<file path="src/rtl/xpt_pkg.sv">
`timescale 1ns/1ps
package xpt_pkg;
  // Sparse row code: upper bits pick a bank, lower bits an offset inside it.
  function automatic int unsigned row_code_of(input int unsigned row,
                                              input int unsigned bank_rows,
                                              input int unsigned ofs_w);
    return ((row / bank_rows) << ofs_w) + (row % bank_rows);
  endfunction
endpackage

</file>
<file path="src/rtl/xpt_row_decode.sv">
`timescale 1ns/1ps
module xpt_row_decode #(
  parameter int unsigned BANK_ROWS = 6,
  parameter int unsigned BANKS     = 2,
  parameter int unsigned OFS_W     = $clog2(BANK_ROWS),
  parameter int unsigned ROW_AW    = OFS_W + $clog2(BANKS),
  parameter int unsigned ROWS      = BANK_ROWS * BANKS
) (
  input  logic [ROW_AW-1:0] row_addr,
  output logic [ROWS-1:0]   row_hot,
  output logic              row_valid
);
  for (genvar r = 0; r < ROWS; r++) begin : g_row
    localparam logic [ROW_AW-1:0] CODE =
      ROW_AW'(xpt_pkg::row_code_of(r, BANK_ROWS, OFS_W));
    assign row_hot[r] = (row_addr == CODE);
  end
  assign row_valid = |row_hot;
endmodule

</file>
<file path="src/rtl/xpt_col_decode.sv">
`timescale 1ns/1ps
module xpt_col_decode #(
  parameter int unsigned COLS   = 8,
  parameter int unsigned COL_AW = $clog2(COLS)
) (
  input  logic [COL_AW-1:0] col_addr,
  output logic [COLS-1:0]   col_hot
);
  for (genvar c = 0; c < COLS; c++) begin : g_col
    assign col_hot[c] = (col_addr == COL_AW'(c));
  end
endmodule

</file>
<file path="src/rtl/xpt_cell_array.sv">
`timescale 1ns/1ps
module xpt_cell_array #(
  parameter int unsigned ROWS  = 12,
  parameter int unsigned COLS  = 8,
  parameter int unsigned CELLS = ROWS * COLS
) (
  input  logic             clk,
  input  logic             rst,
  input  logic             wr_en,
  input  logic             wr_val,
  input  logic [ROWS-1:0]  row_hot,
  input  logic [COLS-1:0]  col_hot,
  output logic [CELLS-1:0] cells
);
  for (genvar c = 0; c < COLS; c++) begin : g_c
    for (genvar r = 0; r < ROWS; r++) begin : g_r
      always_ff @(posedge clk or posedge rst) begin
        if (rst)
          cells[c*ROWS + r] <= 1'b0;
        else if (wr_en && col_hot[c] && row_hot[r])
          cells[c*ROWS + r] <= wr_val;
      end
    end
  end
endmodule

</file>
<file path="src/rtl/xpt_ctrl_mem.sv">
`timescale 1ns/1ps
module xpt_ctrl_mem #(
  parameter  int unsigned BANK_ROWS = 6,
  parameter  int unsigned BANKS     = 2,
  parameter  int unsigned COLS      = 8,
  localparam int unsigned OFS_W     = $clog2(BANK_ROWS),
  localparam int unsigned ROW_AW    = OFS_W + $clog2(BANKS),
  localparam int unsigned COL_AW    = $clog2(COLS),
  localparam int unsigned ROWS      = BANK_ROWS * BANKS,
  localparam int unsigned CELLS     = ROWS * COLS
) (
  input  logic              clk,
  input  logic              rst,
  input  logic [ROW_AW-1:0] row_addr,
  input  logic [COL_AW-1:0] col_addr,
  input  logic              data_in,
  input  logic              strobe,
  output logic [CELLS-1:0]  cell_state
);
  logic [ROWS-1:0] row_hot;
  logic [COLS-1:0] col_hot;
  logic            row_valid;
  logic            wr_en;

  xpt_row_decode #(
    .BANK_ROWS(BANK_ROWS), .BANKS(BANKS), .OFS_W(OFS_W),
    .ROW_AW(ROW_AW), .ROWS(ROWS)
  ) u_row (
    .row_addr(row_addr), .row_hot(row_hot), .row_valid(row_valid)
  );

  xpt_col_decode #(.COLS(COLS), .COL_AW(COL_AW)) u_col (
    .col_addr(col_addr), .col_hot(col_hot)
  );

  // Reserved row codes never raise the enable, so they cannot touch a cell.
  assign wr_en = strobe & row_valid;

  xpt_cell_array #(.ROWS(ROWS), .COLS(COLS), .CELLS(CELLS)) u_cells (
    .clk(clk), .rst(rst), .wr_en(wr_en), .wr_val(data_in),
    .row_hot(row_hot), .col_hot(col_hot), .cells(cell_state)
  );
endmodule

</file>
<file path="config.mk">
export PLATFORM = sky130hd
export DESIGN_NAME = xpt_ctrl_mem
export DESIGN_NICKNAME = d
export VERILOG_FILES = /design/src/rtl/xpt_pkg.sv /design/src/rtl/xpt_row_decode.sv /design/src/rtl/xpt_col_decode.sv /design/src/rtl/xpt_cell_array.sv /design/src/rtl/xpt_ctrl_mem.sv
export SDC_FILE = /design/constraint.sdc
export NUM_CORES = 1
export LEC_CHECK = 0
export ABC_AREA = 1
export BUFFER_PORTS_ARGS = -buffer_cell sky130_fd_sc_hd__buf_2
export CAP_MARGIN = 20
export CORE_MARGIN = 2
export CORE_UTILIZATION = 31
export CTS_BUF_LIST = sky130_fd_sc_hd__clkbuf_16
export CTS_CLUSTER_DIAMETER = 40
export DETAILED_ROUTE_END_ITERATION = 6
export HOLD_SLACK_MARGIN = 0.05
export SYNTH_ARGS = -nofsm -noshare
export SYNTH_HDL_FRONTEND = slang
export SYNTH_SLANG_ARGS = --single-unit
export TNS_END_PERCENT = 30
</file>
<file path="constraint.sdc">
create_clock -name clk -period 3.2 [get_ports clk]
set_input_delay 0.64 -clock clk [delete_from_list [all_inputs] [get_ports clk]]
set_output_delay 0.64 -clock clk [all_outputs]
set_load 0.005 [all_outputs]
</file>
**Yosys cells after proc, flatten, opt, wreduce, memory -nomap -nowiden**

Cells that the tools add are included.

- Register bits after elaboration: 96
- Bits in latches: 0
- Bits in writable memories: 0
- ROM bits: 0
- Input bits: 11
- Output and inout port bits: 96
- Word-level logic and storage cells: 222
- Memories: 0

- Add/subtract/negate cells: 0
- Multiply operators: 0
- Divide/modulo/power cells: 0
- $lt $le $gt $ge: 0
- Equality and inequality tests: 18
- Shift-type cells: 0
- Mux-type cells: 0
- Bitwise logic cells: 1
- Reductions and logical operators: 107

Operators with widths:

| kind | number |
|---|---|
| logical AND 1 bit | 104 |
| equality test 4 bit (second input constant) | 6 |
| equality test 3 bit (second input constant) | 4 |
| OR reduction 12 bit | 1 |
| equality test 4 x 2 -> 1 bit (second input constant) | 2 |
| equality test 4 x 3 -> 1 bit (second input constant) | 2 |
| equality test 3 x 2 -> 1 bit (second input constant) | 2 |
| equality test 4 x 1 -> 1 bit (second input constant) | 1 |
| logical NOT 4 bit | 1 |
| equality test 3 x 1 -> 1 bit (second input constant) | 1 |
| logical NOT 3 bit | 1 |
| bitwise AND 1 bit | 1 |

**Depth between registers and ports, before layout**

Gate-level depths: netlist (run 1).

- Depth after elaboration: 5
- Mapped depth: 7
- Gate-level depth less buffers: 6

**By module**

Synthesis (run 1) repeated with hierarchy kept, for this count alone.

- Cells, all modules: 595
- Area, all modules: 4,768.3 um^2

By module, submodules not included:

| module | times used | cells an instance | area an instance (um^2) | seq. area each (um^2) |
|---|---|---|---|---|
| xpt_cell_array | 1 | 553 | 4,609.4 | 2,402.3 |
| xpt_row_decode | 1 | 25 | 95.1 | 0.0 |
| xpt_col_decode | 1 | 15 | 56.3 | 0.0 |
| xpt_ctrl_mem | 1 | 2 | 7.5 | 0.0 |

**Worst setup path before layout (run 1)**

OpenSTA, ideal clock, no wires.

- Kind: input port to flip-flop
- From: input port data_in
- To: register u_cells.cells[10]
- Library setup time: 0.066 ns
- Arrival time: 1.380 ns
- Data required time: 3.134 ns
- Setup slack: 1.754 ns
- Stages: 5
- Path buffers: 3
- Cells stage by stage: buf_2 buf_2 clkbuf_1 nand3_1 nand2_1

RTL lines:

| item | line | RTL |
|---|---|---|
| start, declared | xpt_ctrl_mem.sv:16 | `input logic data_in,` |
| end signal, assigned by index | xpt_cell_array.sv:21 | `cells[c*ROWS + r] <= wr_val;` |
| end, declared | xpt_cell_array.sv:13 | `output logic [CELLS-1:0] cells` |

**Final worst setup path (run 1)**

- From: register u_cells.cells[91]
- To: output port cell_state[91]

RTL lines:

| item | line | RTL |
|---|---|---|
| end, declared | xpt_ctrl_mem.sv:18 | `output logic [CELLS-1:0] cell_state` |

No word-level cell between the ends.

==> results of run 1 <==
Yosys cell counts:
cell,n
buf_2,5
buf_4,24
buf_6,1
inv_1,4
nand2_1,294
clkbuf_1,6
nor2_1,1
nor2_2,1
nand3_1,102
nand2_2,2
buf_1,3
dfrtp_1,96
inv_2,4
nor2_4,19
nand2_4,4
power breakdown:
group / leakage, nW / total (W) / switching (W) / internal, W
clock: 0.123 / 0.000998 / 0.000478 / 0.000519
sequential: 1.32 / 0.00134 / 0.0000457 / 0.00129
combinational: 1.49 / 0.000294 / 0.000190 / 0.000105
total: 2.93 / 0.00263 / 0.000714 / 0.00192
metal layers:
metal  vias to the layer above  part of all wire, %  GRT usage [%]
met5                         -                    0              0
met4                         0                 0.63          4.248
met3                         6                  5.0          3.894
met2                        90                   44          22.77
met1                      1704                   50          22.92
li1                       1941                    -              -
stage by stage:
step	cell area, sq um	setup WS [ps]
2_1_floorplan	4578	54.63
3_3_place_gp	5121	1322
3_5_place_dp	5121	1296
4_1_cts	5383	1649
5_1_grt	5383	1521
6_report	5383	1667
worst max-delay path by stage:
stage	end	start	slack, ps	cells past startpoint
2_1_floorplan	u_cells.cells[0]	rst	50	1
3_3_place_gp	u_cells.cells[2]	row_addr[1]	1320	7
3_5_place_dp	u_cells.cells[21]	row_addr[1]	1300	7
4_1_cts	cell_state[91]	u_cells.cells[91]	1650	1
5_1_grt	u_cells.cells[19]	row_addr[1]	1520	7
6_report	cell_state[91]	u_cells.cells[91]	1670	1
cell families after synthesis:
family	after synthesis	synth area share (%)
AND/OR/NAND/NOR	423	41.40
flip-flops	96	52.47
buffers and inverters	47	6.121
cell type report:
class / instances / area (sq um) / area share, %
flip-flops and latches: 96 / 2402 / 44.63
multi-input cells: 423 / 1896 / 35.22
repair buffers: 108 / 560.5 / 10.41
well taps: 184 / 230.2 / 4.277
clock buffers: 9 / 225.2 / 4.184
clock inverters: 6 / 36.28 / 0.6741
inverters: 8 / 32.53 / 0.6044
==> metrics.md, run 1 <==
| Metric | Value |
|---|---|
| Top flop regs | u_cells.cells x96 |
| Max-slew violations | 0 |
| # DRC | 0 |
| Max VDD drop | ~0.21 mV |
| Placed Cells incl. Taps | approximately 820 |
| Largest net degree at the start of global routing | 97 |
| Yosys top cell area share | 52.47% |
| Layout cells sized above 1 | a little under a quarter |
| Synthesis-stage register bit count | 96 |
| DR vias/cell | about 4.5 |
| Total core area | 14,480 sq um |
| Area grow syn2layout | 17.57% |
| Most frequent cells in the layout | 294 x nand2_1, 105 x buf_2, 102 x nand3_1 |
| Status | complete, no violations |
| Layout Skew | 0 ps |
| Buf/Inv on CP | 1 |
| Synth Cell Area | ~4600 sq um |
| Unrepaired setup endpoints after global routing | false |
| CTS tree | done |
| Final core occ | 37.18% |
| FP Rows | 44 |
| ANT cells | 0 |
| Final Hold Viols | 0 |
| Synth area leader | dfrtp_1 |
| Arr. time, crit path | 890 ps |
| Total power draw | 0.002632 W |
| Largest reg by FF count | u_cells.cells |
| CP delay by family, top | flip-flops |
| Total Neg Setup Slack | 0 ps |
| NumNets Final | between 600 and 700 |
| Vias in the first global route | 3,496 |
| First-pass DRT Iterations | 4 |
| Fmax | 652.4 MHz |
| Max Root-Sink Buffers | 2 |
| Worst-margin pin slew | 1044 ps |
| FF-to-FF setup slack | 2550 ps |
| Library cells used by synthesis | 15 |
| Final setup violating endpoints | 0 |
| DIE AREA | 15,760 sq um |
| Min Tclk post-route | ~1500 ps |
| Via count | 3,741 |
| Antenna Nets Post-Route | 0 |
| Top cells by area, synth | dfrtp_1 52%, nand2_1 24%, nand3_1 11% |
| Syn_area_per_cell | 8.089 sq um |
| CTS clk-pin slew, worst paths | 70 ps |
| Most common cell after layout, fill and taps aside | nand2_1 |
| Cell Chain, Critical Path | buf_2 |
| Finished Layout Cells | 834 |
| Synth Instances | 566 |
| Fill cell count | between 1,500 and 2,000 |
| RR Endpoint | u_cells.cells[91] |
| Hold buffer count at CTS | 0 |
| Hold Crit Class | primary input to async pin |
| Net count after synthesis | 577 |
| Leak | between 2 and 3 nW |
| CP required | between 2000 and 3000 ps |
| Wire per inst | between 10 and 15 um |
| Yosys warns | 0 |
| Final global-route overflow total | 0 |
| Chip Width | 125.5 um |
| Worst-Skew Late Latency | 340 ps |
| CP max FO | 2 |
| Clock Sinks | 96 |
| Initial antenna violation count | 0 |
| Slew Limit Headroom | between 30% and 40% |
| Port bufs | between 100 and 150 |
| P per Cell Area | 488.9 nW/um^2 |
| PostCTS Resize Cnt | 0 |
| 1st-iter DRT viols | 210 |
| CP max stage cell | dfrtp_1 |
| Initial Utilization | 31.62% |
| H-tree levels | 3 |
| Total wire length | 11.69 mm |
| I/O pins | 107 |
| CTS buffer count | 9 |
| Sequential share of the synthesized area | 52.47% |
| CTS Root Cell | clkbuf_16 |
| Crit Path Class | register to output port |
| Max FFs per register | 96 |
| Post-CTS Setup Inserts | 0 |
| CP peak stage delay | 410 ps |
| Max cap viols | 0 |
| Height of the chip | 125.5 um |
| Reg-to-reg startpoint | u_cells.cells[91] |
| Final period util | 47.90% |
| Reg2Reg Depth | 2 |
| Total GRT Usage | 15.57% |
| RD Place Congestion | 0.7339 |
| Global-route wire length before repair | 19.37 mm |
| Hold slack | between 300 and 400 ps |
| DP Wirelength | about 7.6 mm |
| Crit path capture type | output port |
| Crit start category | register |
No activity file was read; power rests on OpenSTA's default activity.
==> run 2, diff against run 1 <==
clock period = 1.31 ns   (was 3.2 ns; I/O delays follow)
==> metrics.md, run 2 (synthesis gave the netlist of run 1 again) <==
| Metric | Value |
|---|---|
| CTS Root Cell | clkbuf_16 |
| Buf/Inv on CP | 1 |
| Initial antenna violation count | 0 |
| Vias in the first global route | 3,582 |
| CP max FO | 2 |
| CP required | between 1000 and 1500 ps |
| H-tree levels | 3 |
| Largest reg by FF count | u_cells.cells |
| Unrepaired setup endpoints after global routing | false |
| CP delay by family, top | flip-flops |
| Chip Width | 125.5 um |
| Hold slack | 389.3 ps |
| # DRC | 0 |
| 1st-iter DRT viols | 341 |
| Largest net degree at the start of global routing | 58 |
| Area grow syn2layout | 28.61% |
| RD Place Congestion | 0.7570 |
| Leak | 3.142 nW |
| Final Hold Viols | 0 |
| Clock Sinks | 96 |
| ANT cells | 0 |
| NumNets Final | 682 |
| Layout cells sized above 1 | 26.18% |
| Max VDD drop | about 0.53 mV |
| CTS tree | done |
| Total GRT Usage | 15.94% |
| Max Root-Sink Buffers | 2 |
| FP Rows | 44 |
| First-pass DRT Iterations | 7 |
| Height of the chip | 125.5 um |
| Final period util | 89.53% |
| Most frequent cells in the layout | 294 x nand2_1, 105 x buf_2, 102 x nand3_1 |
| Fill cell count | 1,452 |
| Final setup violating endpoints | 0 |
| Hold Crit Class | primary input to register |
| Port bufs | 106 |
| Arr. time, crit path | 910 ps |
| Crit Path Class | register to output port |
| I/O pins | around 110 |
| CTS clk-pin slew, worst paths | roughly 70 ps |
| Global-route wire length before repair | 19.86 mm |
| DR vias/cell | 4.449 |
| Total wire length | 11.78 mm |
| Via count | about 3,800 |
| Wire per inst | about 14 um |
| Most common cell after layout, fill and taps aside | nand2_1 |
| Layout Skew | 0 ps |
| Top flop regs | u_cells.cells x96 |
| Max FFs per register | 96 |
| DIE AREA | roughly 16,000 sq um |
| CTS buffer count | 9 |
| Total core area | around 14,000 sq um |
| CP peak stage delay | 410 ps |
| CP max stage cell | dfrtp_1 |
| Fmax | 852.7 MHz |
| Crit path capture type | output port |
| P per Cell Area | 1138 nW/um^2 |
| Max-slew violations | 0 |
| Post-Place Worst Slack | approximately 47 ps |
| Status | complete, no violations |
| Min Tclk post-route | 1173 ps |
| DP Wirelength | 7.747 mm |
| Final worst slack | ~140 ps |
| Max cap viols | 0 |
| Crit start category | register |
| Initial Utilization | a little under a third |
| Slew Limit Headroom | 79.48% |
| Total Neg Setup Slack | 0 ps |
| Hold buffer count at CTS | 1 |
| Antenna Nets Post-Route | 0 |
| Worst-margin pin slew | just over 300 ps |
| Final global-route overflow total | 0 |
| Worst-Skew Late Latency | approximately 350 ps |
| Post-CTS Setup Inserts | 0 |
| PostCTS Resize Cnt | 0 |
| Cell Chain, Critical Path | buf_2 |
==> run 2: final timing paths <==
check,startpoint,end,slack (ps),cells past startpoint
worst max-delay path,u_cells.cells[32],cell_state[32],140,1
worst min-delay path,data_in,u_cells.cells[76],390,4
worst max register to register,u_cells.cells[54],u_cells.cells[54],670,2
worst min register to register,u_cells.cells[89],u_cells.cells[89],460,2
max in group asynchronous,rst,u_cells.cells[66],490,4
min in group asynchronous,rst,u_cells.cells[47],530,4
==> run 2: layout make-up <==
type / instances / area (sq um) / area share, %
tap: 184 / 230.2 / 3.910
timing repair buffer: 133 / 1039 / 17.64
clock buffer: 9 / 225.2 / 3.825
clock inverter: 7 / 62.56 / 1.062
sequential: 96 / 2402 / 40.80
multi-input combinational: 423 / 1896 / 32.19
inverter: 8 / 33.78 / 0.5737
==> run 2: metal layers <==
metal	up-vias	wire [um]	track usage (%)
met5	-	0	0
met4	0	198	6.013
met3	12	637	3.509
met2	109	5089	22.35
met1	1719	5855	23.89
li1	1986	-	-
==> run 2: stage by stage <==
| step | total power [W] | instances | util [%] | area (sq um) |
|---|---|---|---|---|
| global route | 0.007046 | 860 | 40.67 | 5888 |
| global placement | 0.004151 | 843 | 38.61 | 5590 |
| floorplan | 0.003735 | 566 | - | 4582 |
| detailed placement | 0.004160 | 843 | 38.61 | 5590 |
| finish | 0.006702 | 860 | 40.67 | 5888 |
| CTS | 0.006804 | 860 | 40.67 | 5888 |
==> run 2: power breakdown <==
| group | internal, W | leakage [nW] | switching [W] | total, W |
|---|---|---|---|---|
| clock network | 0.00146 | 0.136 | 0.00116 | 0.00262 |
| registers | 0.00316 | 1.32 | 0.000116 | 0.00328 |
| logic | 0.000332 | 1.69 | 0.000475 | 0.000808 |
